$ cat config.mk
export PLATFORM = sky130hd
export DESIGN_NAME = xbus_bridge
export DESIGN_NICKNAME = d
export VERILOG_FILES = /design/src/rtl/xbus_pkg.sv /design/src/rtl/xbus_phase_timer.sv /design/src/rtl/xbus_seq.sv /design/src/rtl/xbus_pins.sv /design/src/rtl/xbus_bridge.sv
export SDC_FILE = /design/constraint.sdc
export NUM_CORES = 1
export LEC_CHECK = 0
export ABC_AREA = 1
export BUFFER_PORTS_ARGS = -buffer_cell sky130_fd_sc_hd__buf_2
export CELL_PAD_IN_SITES_DETAIL_PLACEMENT = 2
export CELL_PAD_IN_SITES_GLOBAL_PLACEMENT = 2
export CORE_MARGIN = 4
export CORE_UTILIZATION = 28
export DETAILED_ROUTE_END_ITERATION = 8
export MAX_ROUTING_LAYER = met4
export PLACE_DENSITY = 0.8
export RECOVER_POWER = 100
export SYNTH_ARGS = -nofsm -noshare
export SYNTH_HDL_FRONTEND = slang
export SYNTH_SLANG_ARGS = --single-unit
$ cat constraint.sdc
create_clock -name clk -period 3.17 [get_ports clk]
set_input_delay 0.317 -clock clk [delete_from_list [all_inputs] [get_ports clk]]
set_output_delay 0.317 -clock clk [all_outputs]
set_load 0.005 [all_outputs]
$ cat src/rtl/xbus_pkg.sv
package xbus_pkg;

  // Phase of the external access; ALE and AHOLD occur only in multiplexed mode.
  typedef enum logic [2:0] {
    PH_IDLE   = 3'd0,
    PH_ALE    = 3'd1,
    PH_AHOLD  = 3'd2,
    PH_SETUP  = 3'd3,
    PH_STROBE = 3'd4,
    PH_HOLD   = 3'd5,
    PH_DONE   = 3'd6
  } xbus_phase_e;

endpackage

$ cat src/rtl/xbus_phase_timer.sv
module xbus_phase_timer #(
  parameter int CNT_W = 4
) (
  input  logic             clk,
  input  logic             rst,
  input  logic             load,
  input  logic [CNT_W-1:0] load_val,
  output logic             last
);

  logic [CNT_W-1:0] cnt;

  always_ff @(posedge clk) begin
    if (rst) begin
      cnt <= '0;
    end else if (load) begin
      cnt <= load_val;
    end else if (cnt != '0) begin
      cnt <= cnt - 1'b1;
    end
  end

  assign last = (cnt == '0);

  // an expired counter stays expired until reloaded
  a_r4_timer_rests: assert property (@(posedge clk) disable iff (rst)
    (cnt == '0 && !load) |=> (cnt == '0));

endmodule

$ cat src/rtl/xbus_seq.sv
module xbus_seq
  import xbus_pkg::*;
#(
  parameter int BUS_W = 16,
  parameter int CNT_W = 4
) (
  input  logic             clk,
  input  logic             rst,
  input  logic             req_valid,
  input  logic             req_write,
  input  logic [BUS_W-1:0] req_addr,
  input  logic [BUS_W-1:0] req_wdata,
  input  logic             cfg_mux,
  input  logic [CNT_W-1:0] cfg_rd_setup,
  input  logic [CNT_W-1:0] cfg_rd_strobe,
  input  logic [CNT_W-1:0] cfg_rd_hold,
  input  logic [CNT_W-1:0] cfg_wr_setup,
  input  logic [CNT_W-1:0] cfg_wr_strobe,
  input  logic [CNT_W-1:0] cfg_wr_hold,
  input  logic [BUS_W-1:0] bus_in,
  input  logic             t_last,
  output logic             t_load,
  output logic [CNT_W-1:0] t_val,
  output xbus_phase_e      ph_nxt,
  output logic             eff_write,
  output logic             eff_mux,
  output logic [BUS_W-1:0] eff_addr,
  output logic [BUS_W-1:0] eff_wdata,
  output logic             req_ready,
  output logic             rsp_valid,
  output logic [BUS_W-1:0] rsp_rdata
);

  localparam int HALF = BUS_W / 2;

  xbus_phase_e      st;
  logic             accept;
  logic             cap_write, cap_mux;
  logic [BUS_W-1:0] cap_addr, cap_wdata;
  logic [CNT_W-1:0] cap_setup, cap_strobe, cap_hold;
  logic [CNT_W-1:0] sel_setup, sel_strobe, sel_hold;
  logic [CNT_W-1:0] eff_setup, eff_strobe, eff_hold;

  assign accept = (st == PH_IDLE) && req_valid;

  always_comb begin
    sel_setup  = req_write ? cfg_wr_setup  : cfg_rd_setup;
    sel_strobe = req_write ? cfg_wr_strobe : cfg_rd_strobe;
    sel_hold   = req_write ? cfg_wr_hold   : cfg_rd_hold;
    if (sel_strobe == '0) sel_strobe = {{(CNT_W-1){1'b0}}, 1'b1};
  end

  // Values that govern the current cycle: fresh on acceptance, captured after.
  assign eff_write  = accept ? req_write  : cap_write;
  assign eff_mux    = accept ? cfg_mux    : cap_mux;
  assign eff_addr   = accept ? req_addr   : cap_addr;
  assign eff_wdata  = accept ? req_wdata  : cap_wdata;
  assign eff_setup  = accept ? sel_setup  : cap_setup;
  assign eff_strobe = accept ? sel_strobe : cap_strobe;
  assign eff_hold   = accept ? sel_hold   : cap_hold;

  always_comb begin
    ph_nxt = st;
    case (st)
      PH_IDLE: begin
        if (req_valid) begin
          if (eff_mux)               ph_nxt = PH_ALE;
          else if (eff_setup != '0)  ph_nxt = PH_SETUP;
          else                       ph_nxt = PH_STROBE;
        end
      end
      PH_ALE:    ph_nxt = PH_AHOLD;
      PH_AHOLD:  ph_nxt = (eff_setup != '0) ? PH_SETUP : PH_STROBE;
      PH_SETUP:  if (t_last) ph_nxt = PH_STROBE;
      PH_STROBE: if (t_last) ph_nxt = (eff_hold != '0) ? PH_HOLD : PH_DONE;
      PH_HOLD:   if (t_last) ph_nxt = PH_DONE;
      PH_DONE:   ph_nxt = PH_IDLE;
      default:   ph_nxt = PH_IDLE;
    endcase
  end

  always_comb begin
    t_load = (ph_nxt != st) &&
             (ph_nxt == PH_SETUP || ph_nxt == PH_STROBE || ph_nxt == PH_HOLD);
    case (ph_nxt)
      PH_SETUP:  t_val = eff_setup  - 1'b1;
      PH_STROBE: t_val = eff_strobe - 1'b1;
      PH_HOLD:   t_val = eff_hold   - 1'b1;
      default:   t_val = '0;
    endcase
  end

  always_ff @(posedge clk) begin
    if (rst) begin
      st         <= PH_IDLE;
      cap_write  <= 1'b0;
      cap_mux    <= 1'b0;
      cap_addr   <= '0;
      cap_wdata  <= '0;
      cap_setup  <= '0;
      cap_strobe <= '0;
      cap_hold   <= '0;
      rsp_rdata  <= '0;
      req_ready  <= 1'b0;
      rsp_valid  <= 1'b0;
    end else begin
      st <= ph_nxt;
      if (accept) begin
        cap_write  <= req_write;
        cap_mux    <= cfg_mux;
        cap_addr   <= req_addr;
        cap_wdata  <= req_wdata;
        cap_setup  <= sel_setup;
        cap_strobe <= sel_strobe;
        cap_hold   <= sel_hold;
      end
      if (st == PH_STROBE && t_last && !cap_write) begin
        rsp_rdata <= cap_mux ? bus_in : {{HALF{1'b0}}, bus_in[HALF-1:0]};
      end
      req_ready <= (ph_nxt == PH_DONE);
      rsp_valid <= (ph_nxt == PH_DONE) && !eff_write;
    end
  end

  // completion is a single-cycle pulse, and a response implies completion
  a_r10_ready_pulse: assert property (@(posedge clk) disable iff (rst)
    req_ready |=> !req_ready);
  a_r10_rsp_with_ready: assert property (@(posedge clk) disable iff (rst)
    rsp_valid |-> req_ready);
  // a captured strobe length is never zero while strobing
  a_r6_strobe_nonzero: assert property (@(posedge clk) disable iff (rst)
    (st == PH_STROBE) |-> (cap_strobe != '0));
  // hold is only reached from strobe
  a_r4_hold_after_strobe: assert property (@(posedge clk) disable iff (rst)
    (st == PH_HOLD) |-> ($past(st) == PH_STROBE || $past(st) == PH_HOLD));

endmodule

$ cat src/rtl/xbus_pins.sv
module xbus_pins
  import xbus_pkg::*;
#(
  parameter int BUS_W = 16
) (
  input  logic             clk,
  input  logic             rst,
  input  xbus_phase_e      ph,
  input  logic             write,
  input  logic             mux,
  input  logic [BUS_W-1:0] addr,
  input  logic [BUS_W-1:0] wdata,
  output logic [BUS_W-1:0] bus_out,
  output logic             bus_oe_hi,
  output logic             bus_oe_lo,
  output logic             cs_n,
  output logic             re_n,
  output logic             we_n,
  output logic             ale
);

  localparam int HALF = BUS_W / 2;

  logic [BUS_W-1:0] n_bus;
  logic             n_oe_hi, n_oe_lo;
  logic             addr_ph, data_ph;

  assign addr_ph = (ph == PH_ALE) || (ph == PH_AHOLD);
  assign data_ph = (ph == PH_SETUP) || (ph == PH_STROBE) || (ph == PH_HOLD);

  always_comb begin
    n_bus   = '0;
    n_oe_hi = 1'b0;
    n_oe_lo = 1'b0;
    if (addr_ph) begin
      n_bus   = addr >> 1;
      n_oe_hi = 1'b1;
      n_oe_lo = 1'b1;
    end else if (data_ph) begin
      if (mux) begin
        if (write) begin
          n_bus   = wdata;
          n_oe_hi = 1'b1;
          n_oe_lo = 1'b1;
        end
      end else begin
        n_bus[BUS_W-1:HALF] = addr[HALF-1:0];
        n_oe_hi             = 1'b1;
        if (write) begin
          n_bus[HALF-1:0] = wdata[HALF-1:0];
          n_oe_lo         = 1'b1;
        end
      end
    end
  end

  always_ff @(posedge clk) begin
    if (rst) begin
      bus_out   <= '0;
      bus_oe_hi <= 1'b0;
      bus_oe_lo <= 1'b0;
      cs_n      <= 1'b1;
      re_n      <= 1'b1;
      we_n      <= 1'b1;
      ale       <= 1'b0;
    end else begin
      bus_out   <= n_bus;
      bus_oe_hi <= n_oe_hi;
      bus_oe_lo <= n_oe_lo;
      cs_n      <= !(addr_ph || data_ph);
      re_n      <= !((ph == PH_STROBE) && !write);
      we_n      <= !((ph == PH_STROBE) && write);
      ale       <= (ph == PH_ALE);
    end
  end

  // latch strobe lasts one cycle and sits inside a selected access
  a_r7_ale_single: assert property (@(posedge clk) disable iff (rst)
    ale |=> !ale);
  a_r7_ale_selected: assert property (@(posedge clk) disable iff (rst)
    ale |-> (!cs_n && bus_oe_hi && bus_oe_lo));
  // bus released outside an access
  a_r12_idle_release: assert property (@(posedge clk) disable iff (rst)
    cs_n |-> (!bus_oe_hi && !bus_oe_lo));
  // read strobe never drives the low half
  a_r2_read_lo_free: assert property (@(posedge clk) disable iff (rst)
    !re_n |-> (!bus_oe_lo && !cs_n));
  // write strobe always has data driven
  a_r3_write_drives: assert property (@(posedge clk) disable iff (rst)
    !we_n |-> (bus_oe_lo && !cs_n));
  // read and write strobes are exclusive
  a_r4_strobes_exclusive: assert property (@(posedge clk) disable iff (rst)
    !(!re_n && !we_n));

endmodule

$ cat src/rtl/xbus_bridge.sv
module xbus_bridge
  import xbus_pkg::*;
#(
  parameter int BUS_W = 16,
  parameter int CNT_W = 4
) (
  input  logic             clk,
  input  logic             rst,
  input  logic             req_valid,
  output logic             req_ready,
  input  logic             req_write,
  input  logic [BUS_W-1:0] req_addr,
  input  logic [BUS_W-1:0] req_wdata,
  output logic             rsp_valid,
  output logic [BUS_W-1:0] rsp_rdata,
  input  logic             cfg_mux,
  input  logic [CNT_W-1:0] cfg_rd_setup,
  input  logic [CNT_W-1:0] cfg_rd_strobe,
  input  logic [CNT_W-1:0] cfg_rd_hold,
  input  logic [CNT_W-1:0] cfg_wr_setup,
  input  logic [CNT_W-1:0] cfg_wr_strobe,
  input  logic [CNT_W-1:0] cfg_wr_hold,
  input  logic [BUS_W-1:0] bus_in,
  output logic [BUS_W-1:0] bus_out,
  output logic             bus_oe_hi,
  output logic             bus_oe_lo,
  output logic             cs_n,
  output logic             re_n,
  output logic             we_n,
  output logic             ale
);

  logic             t_load, t_last;
  logic [CNT_W-1:0] t_val;
  xbus_phase_e      ph_nxt;
  logic             eff_write, eff_mux;
  logic [BUS_W-1:0] eff_addr, eff_wdata;

  xbus_phase_timer #(.CNT_W(CNT_W)) i_timer (
    .clk      (clk),
    .rst      (rst),
    .load     (t_load),
    .load_val (t_val),
    .last     (t_last)
  );

  xbus_seq #(.BUS_W(BUS_W), .CNT_W(CNT_W)) i_seq (
    .clk           (clk),
    .rst           (rst),
    .req_valid     (req_valid),
    .req_write     (req_write),
    .req_addr      (req_addr),
    .req_wdata     (req_wdata),
    .cfg_mux       (cfg_mux),
    .cfg_rd_setup  (cfg_rd_setup),
    .cfg_rd_strobe (cfg_rd_strobe),
    .cfg_rd_hold   (cfg_rd_hold),
    .cfg_wr_setup  (cfg_wr_setup),
    .cfg_wr_strobe (cfg_wr_strobe),
    .cfg_wr_hold   (cfg_wr_hold),
    .bus_in        (bus_in),
    .t_last        (t_last),
    .t_load        (t_load),
    .t_val         (t_val),
    .ph_nxt        (ph_nxt),
    .eff_write     (eff_write),
    .eff_mux       (eff_mux),
    .eff_addr      (eff_addr),
    .eff_wdata     (eff_wdata),
    .req_ready     (req_ready),
    .rsp_valid     (rsp_valid),
    .rsp_rdata     (rsp_rdata)
  );

  xbus_pins #(.BUS_W(BUS_W)) i_pins (
    .clk       (clk),
    .rst       (rst),
    .ph        (ph_nxt),
    .write     (eff_write),
    .mux       (eff_mux),
    .addr      (eff_addr),
    .wdata     (eff_wdata),
    .bus_out   (bus_out),
    .bus_oe_hi (bus_oe_hi),
    .bus_oe_lo (bus_oe_lo),
    .cs_n      (cs_n),
    .re_n      (re_n),
    .we_n      (we_n),
    .ale       (ale)
  );

  // strobes and latch stay idle while selection is off
  a_r1_quiet_when_unselected: assert property (@(posedge clk) disable iff (rst)
    cs_n |-> (re_n && we_n && !ale));

endmodule

## Word-level counts from Yosys, hierarchy flattened

Index checks and enable logic that the tools add are counted.

- Word-level logic and storage cells: 95
- Output and inout bits: 40
- Bits of input ports: 77
- Register bits after elaboration: 93

- Eq/ne operators: 12
- Reductions and logical operators: 24
- Bitwise logic cells: 1
- $add $sub $neg: 4
- Mux-type cells: 34

Operators with widths:

| kind | number |
|---|---|
| $mux 16 | 5 |
| $mux 4 | 9 |
| $mux 15 | 2 |
| $mux 3 | 6 |
| $pmux 3 s6 | 1 |
| $sub 4x1->4 const B | 4 |
| $eq 3x3->1 const B | 5 |
| $eq 3x2->1 const B | 4 |
| $pmux 4 s3 | 1 |
| $reduce_bool 4->1 | 3 |
| $logic_not 4->1 | 2 |
| $mux 1 | 8 |
| $mux 8 | 1 |
| $logic_and 1x1->1 | 7 |
| $eq 3x1->1 const B | 2 |
| $logic_not 1->1 | 5 |
| $logic_or 1x1->1 | 4 |
| $logic_not 3->1 | 1 |
| $ne 3x3->1 | 1 |
| $reduce_or 3->1 | 1 |
| $mux 2 | 1 |
| $reduce_bool 2->1 | 1 |
| $not 1->1 | 1 |

## Depth between registers and ports, before layout

- Depth after elaboration: 13
- Mapped depth: 19
- Mapped depth without buffers: 18

## Cells and area by module

A second synthesis with hierarchy kept.

- Cell total of the unflattened synthesis: 642
- Area total of the unflattened synthesis: 4,541.9 µm²

By module, submodules not included:

| module | sequential area each (µm²) | cells each | area an instance (µm²) | times used |
|---|---|---|---|---|
| xbus_seq | 1,341.3 | 462 | 3,269.4 | 1 |
| xbus_pins | 440.4 | 140 | 1,024.7 | 1 |
| xbus_phase_timer | 80.1 | 40 | 247.7 | 1 |

## Worst setup path before layout

Ideal clock, no wire load.

- Path type: register -> register
- Start: register i_timer.cnt[0]
- End: register i_timer.cnt[1]
- Clock period less this slack: 2.212 ns
- Path buffers: 0
- Required time: 3.105 ns
- Setup time: 0.065 ns
- Cell stages (with the launch flop): 16
- Slack: 0.958 ns
- Arrival: 2.147 ns
- Cell sequence: dfxtp_1 -> inv_1 -> ha_1 -> nand2_1 -> nor2_2 -> inv_1 -> o21ai_0 -> a21oi_1 -> a21oi_4 -> nand3_4 -> a21oi_1 -> nand2_2 -> ha_1 -> o21ai_1 -> nor2_1 -> nor2_1

- Word-level cells in the longest chain between the ends: 8
- Elaborated cells between the ends (all ways): 18
- Classes of those cells: add/sub (1); eq/ne (4); mux (7); reduce/logical (6)

RTL lines:

| what | RTL line | text |
|---|---|---|
| from (decl) | xbus_phase_timer.sv:11 | `logic [CNT_W-1:0] cnt;` |
| from (signal assigned) | xbus_phase_timer.sv:17 | `cnt <= load_val;` |
| from (signal assigned) | xbus_phase_timer.sv:19 | `cnt <= cnt - 1'b1;` |
| $logic_not 4->1 | xbus_phase_timer.sv:23 | `assign last = (cnt == '0);` |
| $mux 3 (on tied branches) | xbus_seq.sv:76, xbus_seq.sv:74, xbus_seq.sv:75 |  |
| $pmux 3 s6 | xbus_seq.sv:64 | `case (st)` |
| $eq 3x2->1 / $eq 3x3->1 (equally long branches) | xbus_seq.sv:84, xbus_seq.sv:85 |  |
| $logic_or 1x1->1 (2 in series) | xbus_seq.sv:84 | `(ph_nxt == PH_SETUP \|\| ph_nxt == PH_STROBE \|\| ph_nxt == PH_HOLD);` |
| $logic_and 1x1->1 | xbus_seq.sv:83 | `t_load = (ph_nxt != st) &&` |
| $mux 4 / $reduce_bool 2->1 (equally long branches) | - |  |

Parallel ways exist; a longest one is shown, timed or not. The select of a mux whose other input is x is not followed.
A chain may end at the register's enable or synchronous reset.

## Final worst setup path

- Start: register i_seq.st[0]
- End: register i_pins.bus_out[8]

- Word-level cells in the longest chain between the ends: 13
- Elaborated cells between the ends (all ways): 35
- Classes of those cells: eq/ne (10); mux (18); reduce/logical (7)

RTL lines:

| what | RTL line | text |
|---|---|---|
| from (decl) | xbus_seq.sv:36 | `xbus_phase_e st;` |
| from (signal assigned) | xbus_seq.sv:107 | `st <= ph_nxt;` |
| $logic_not 3->1 | xbus_seq.sv:44, xbus_seq.sv:64 |  |
| $logic_and 1x1->1 | xbus_seq.sv:44 | `assign accept = (st == PH_IDLE) && req_valid;` |
| $mux 4 | xbus_seq.sv:58 | `assign eff_setup = accept ? sel_setup : cap_setup;` |
| $reduce_bool 4->1 | xbus_seq.sv:68, xbus_seq.sv:73 |  |
| $mux 3 | xbus_seq.sv:68, xbus_seq.sv:73 |  |
| $mux 3 | xbus_seq.sv:67 | `if (eff_mux) ph_nxt = PH_ALE;` |
| $mux 3 | xbus_seq.sv:66 | `if (req_valid) begin` |
| $pmux 3 s6 | xbus_seq.sv:64 |  |
| $eq 3x2->1 / $eq 3x3->1 (equally long branches) | xbus_pins.sv:29 | `assign data_ph = (ph == PH_SETUP) \|\| (ph == PH_STROBE) \|\| (ph == PH_HOLD);` |
| $logic_or 1x1->1 (2 in series) | xbus_pins.sv:29 |  |
| $mux 15 | xbus_pins.sv:39 | `end else if (data_ph) begin` |
| $mux 15 * | xbus_pins.sv:35 | `if (addr_ph) begin` |
| to (signal assigned) | xbus_pins.sv:67 | `bus_out <= n_bus;` |
| to (decl) | xbus_pins.sv:13 | `output logic [BUS_W-1:0] bus_out,` |

Every way passes the cells marked *; elsewhere a longest branch is shown, timed or not.

==> metrics.md <==
| Metric | Value |
|---|---|
| FP Rows | 43 |
| Final setup violation count | 0 |
| Most common flop cell mapped by yosys | dfxtp_1 |
| Mapped Cells | 523 |
| Run status | finished clean |
| Via-per-instance ratio | between 4 and 5 |
| Post-synth top cells | 161 x nand2_1, 93 x dfxtp_1, 54 x nor2_1, 36 x a21oi_1, 28 x nand3_1 |
| 1st-pass router iterations | 4 |
| Async S/R FF share, synth | 0 |
| Proportion of layout cells with a drive suffix above 1 | 0.221 |
| Pin slew with the least headroom to its limit | 1.03 ns |
| RSZ-0062 raised after global routing | false |
| # placed instances | 800 |
| Post-detailed-routing wire length | 14.0 mm |
| Worst-path clk slew | 0.08 ns |
| Die Area | 16000 um2 |
| Synth area leaders | dfxtp_1 47%, nand2_1 15%, nor2_1 5.2% |
| CP Capture Type | flop |
| Max Slew Vio Count | 0 |
| Sw Share | 0.431 |
| Initial core utilization | 0.284 |
| Worst EP required | around 3.5 ns |
| Fin worst setup slack | around 0.36 ns |
| I/O pin cnt | 117 |
| # DRC | 0 |
| Routed len/inst | about 17 um |
| Setup slack, reg-to-reg | 0.36 ns |
| Pleak | 2.23 nW |
| Vias | just under 4000 |
| Filler cell count | 1653 |
| Final Util | 0.356 |
| H-Tree Level Count | 3 |
| Cell internal pwr | 2.62 mW |
| Worst setup path category | reg -> reg |
| Critical Path AT | roughly 3.1 ns |
| Sink Count | 93 |
| Crit-path slowest cell | dfxtp_1 |
| HPWL after DPL | about 10 mm |
| Clk_lat worst skew | 0.35 ns |
| Post-place setup slack | 0.256 ns |
| Max-Cap Viols | 0 |
| CP Launch Type | flop |
| # diodes | 0 |
| Grt total ovfl | 0 |
| Vias in the first global route | 4406 |
| Sequential-to-total area share from yosys stat | 0.474 |
| Clk pwr share | 0.231 |
| Multi-input logic area | 1840 um2 |
| Critical Path Most Common Cell | nand2_1 |
| Synth Cell Area | 3930 um2 |
| PwrDens | between 900 and 1000 nW/um2 |
| Sw Pwr | between 1.5 and 2 mW |
| Post-CTS Hold Buffers | 0 |
| WHS | 0.209 ns |
| CTS tree | done |
| Worst slew margin relative to its limit | 0.310 |
| F_max | 356 MHz |
| First-iteration detailed-routing DRC count | 149 |
| Worst path max stage delay | 0.36 ns |
| Synth cell types | 43 |
| Final nets | 712 |
| Critical path cell sequence | inv_1 > nand2_1 > nor2_4 > buf_4 > nand2_1 > nand2_1 > nor2_1 > nand2_1 > nand2_1 > nand2_1 > nand2_1 > nand2_2 > nand2_1 > nand2_2 > nand2_2 > nor2_4 > nand2_1 > nand3_1 |
| CTS Buffer Depth | 2 |
| HP Class | in -> reg |
| Port Buffers | 116 |
| Clock root buffer master | clkbuf_16 |
| GPL Wtd Cong | between 0.8 and 0.9 |
| Worst clock skew | 0.0102 ns |
| ANT nets after route | 0 |
| Yosys top cell area share | 0.474 |
| Final Hold Vio Count | 0 |
| Number of antenna violations at the first check in global routing | 0 |
| Global-route wire length before repair | 22.6 mm |
| Gr usage total | 0.181 |
| Count of yosys warnings during synthesis | 0 |
| Mapped Nets | around 600 |
| Chip Width | 126 um |
| Period minus WS final | 2.81 ns |
| Register cell area after layout | between 1500 and 2000 um2 |
| CTS buffer count | 9 |
| DIE HEIGHT | 126 um |
| Combinational share of power | 0.420 |
| Largest net degree at the start of global routing | 40 |
| Worst-path fanout max | 16 |
| Area grow syn2layout | 25.3% |
| Post-synth EDFFs | 0 |
| Maximum VDD drop | 0.278 mV |
| Syn avg cell area | about 7.5 um2 |
| Cell with the most instances after synthesis | nand2_1 |
| Setup TNS | 0 ns |
| Period utilization | 0.887 |
| Yosys reg bits | 93 |
| Final Non-Filler Cells | 818 |
| Flop pwr share | 0.349 |
| Core box area | around 14000 um2 |
| Yosys top cell by area | dfxtp_1 |
-- final timing paths --
check,startpoint,end,cells past startpoint
max,i_seq.st[0],i_pins.bus_out[8],18
min,bus_in[2],i_seq.rsp_rdata[2],3
max reg2reg,i_seq.st[0],i_pins.bus_out[8],18
min reg2reg,i_seq.cap_wdata[2],i_seq.cap_wdata[2],2
-- flip-flops by register name (all words and copies together), names as in the netlist --
register / count
i_pins.bus_oe_lo: 1
i_pins.bus_out: 16
i_timer.cnt: 4
i_seq.cap_write: 1
i_seq.cap_wdata: 16
i_pins.cs_n: 1
i_seq.req_ready: 1
i_pins.re_n: 1
i_seq.rsp_rdata: 16
i_seq.rsp_valid: 1
i_pins.ale: 1
i_seq.cap_setup: 4
i_seq.st: 3
i_pins.bus_oe_hi: 1
i_seq.cap_mux: 1
i_pins.we_n: 1
i_seq.cap_addr: 16
i_seq.cap_hold: 4
i_seq.cap_strobe: 4
-- through the flow --
stage / cell area, um2 / power [mW]
2_1_floorplan: 3930 / 2.94
3_3_place_gp: 4670 / 3.45
3_5_place_dp: 4670 / 3.57
4_1_cts: 4960 / 4.67
5_1_grt: 4920 / 4.94
6_report: 4920 / 4.61
-- power by group through the flow --
stage | combinational (mW) | clock, mW | sequential, mW
4_1_cts | 1.97 | 1.09 | 1.61
3_3_place_gp | 1.84 | 0 | 1.61
6_report | 1.93 | 1.07 | 1.61
5_1_grt | 2.17 | 1.14 | 1.64
2_1_floorplan | 1.36 | 0 | 1.58
3_5_place_dp | 1.94 | 0 | 1.63
-- layout make-up --
class	instances	area share
clock inverters	6	0.0109
well taps	180	0.0457
repair buffers	124	0.120
flip-flops and latches	93	0.378
clock buffers	10	0.0485
multi-input cells	377	0.374
inverters	28	0.0221
-- critical path: cells and delay by family (launching register included) --
family	cells	cell delay, ns
and+or+nand+nor	16	1.99
buffers and inverters	2	0.42
DFF	1	0.36
-- logic make-up after synthesis --
logic type	after synthesis	synth area share
and+or+nand+nor	286	0.323
DFF	93	0.474
xor gates and xnor gates	2	0.00446
adders and majority gates	2	0.00636
AOI/OAI and AO/OA	82	0.124
buffers and inverters	53	0.0560
muxes	5	0.0127
-- cell usage in the layout (no fill, tap or decap), drive strengths merged, types with 2 or more instances in the layout --
cell        n
nand2     174
buf        94
dfxtp      93
nor2       61
clkbuf     40
a21oi      38
nand3      30
inv        29
o21ai      25
nor4        9
a211oi      8
a22o        7
mux2i       5
nor3        5
or2         3
clkinv      3
clkinvlp    2
ha          2
-- what timing repair did --
item	4_1_cts	5_1_grt
gates resized for setup	0	1
buffers inserted	0	2
endpoints found under the setup margin	0	20
-- routing by layer --
layer,global-route usage,part of all wire
met5,-,0
met3,0.0265,0.033
met4,0.0562,0.018
met2,0.317,0.50
met1,0.213,0.45
No activity file was read; power rests on OpenSTA's default activity.
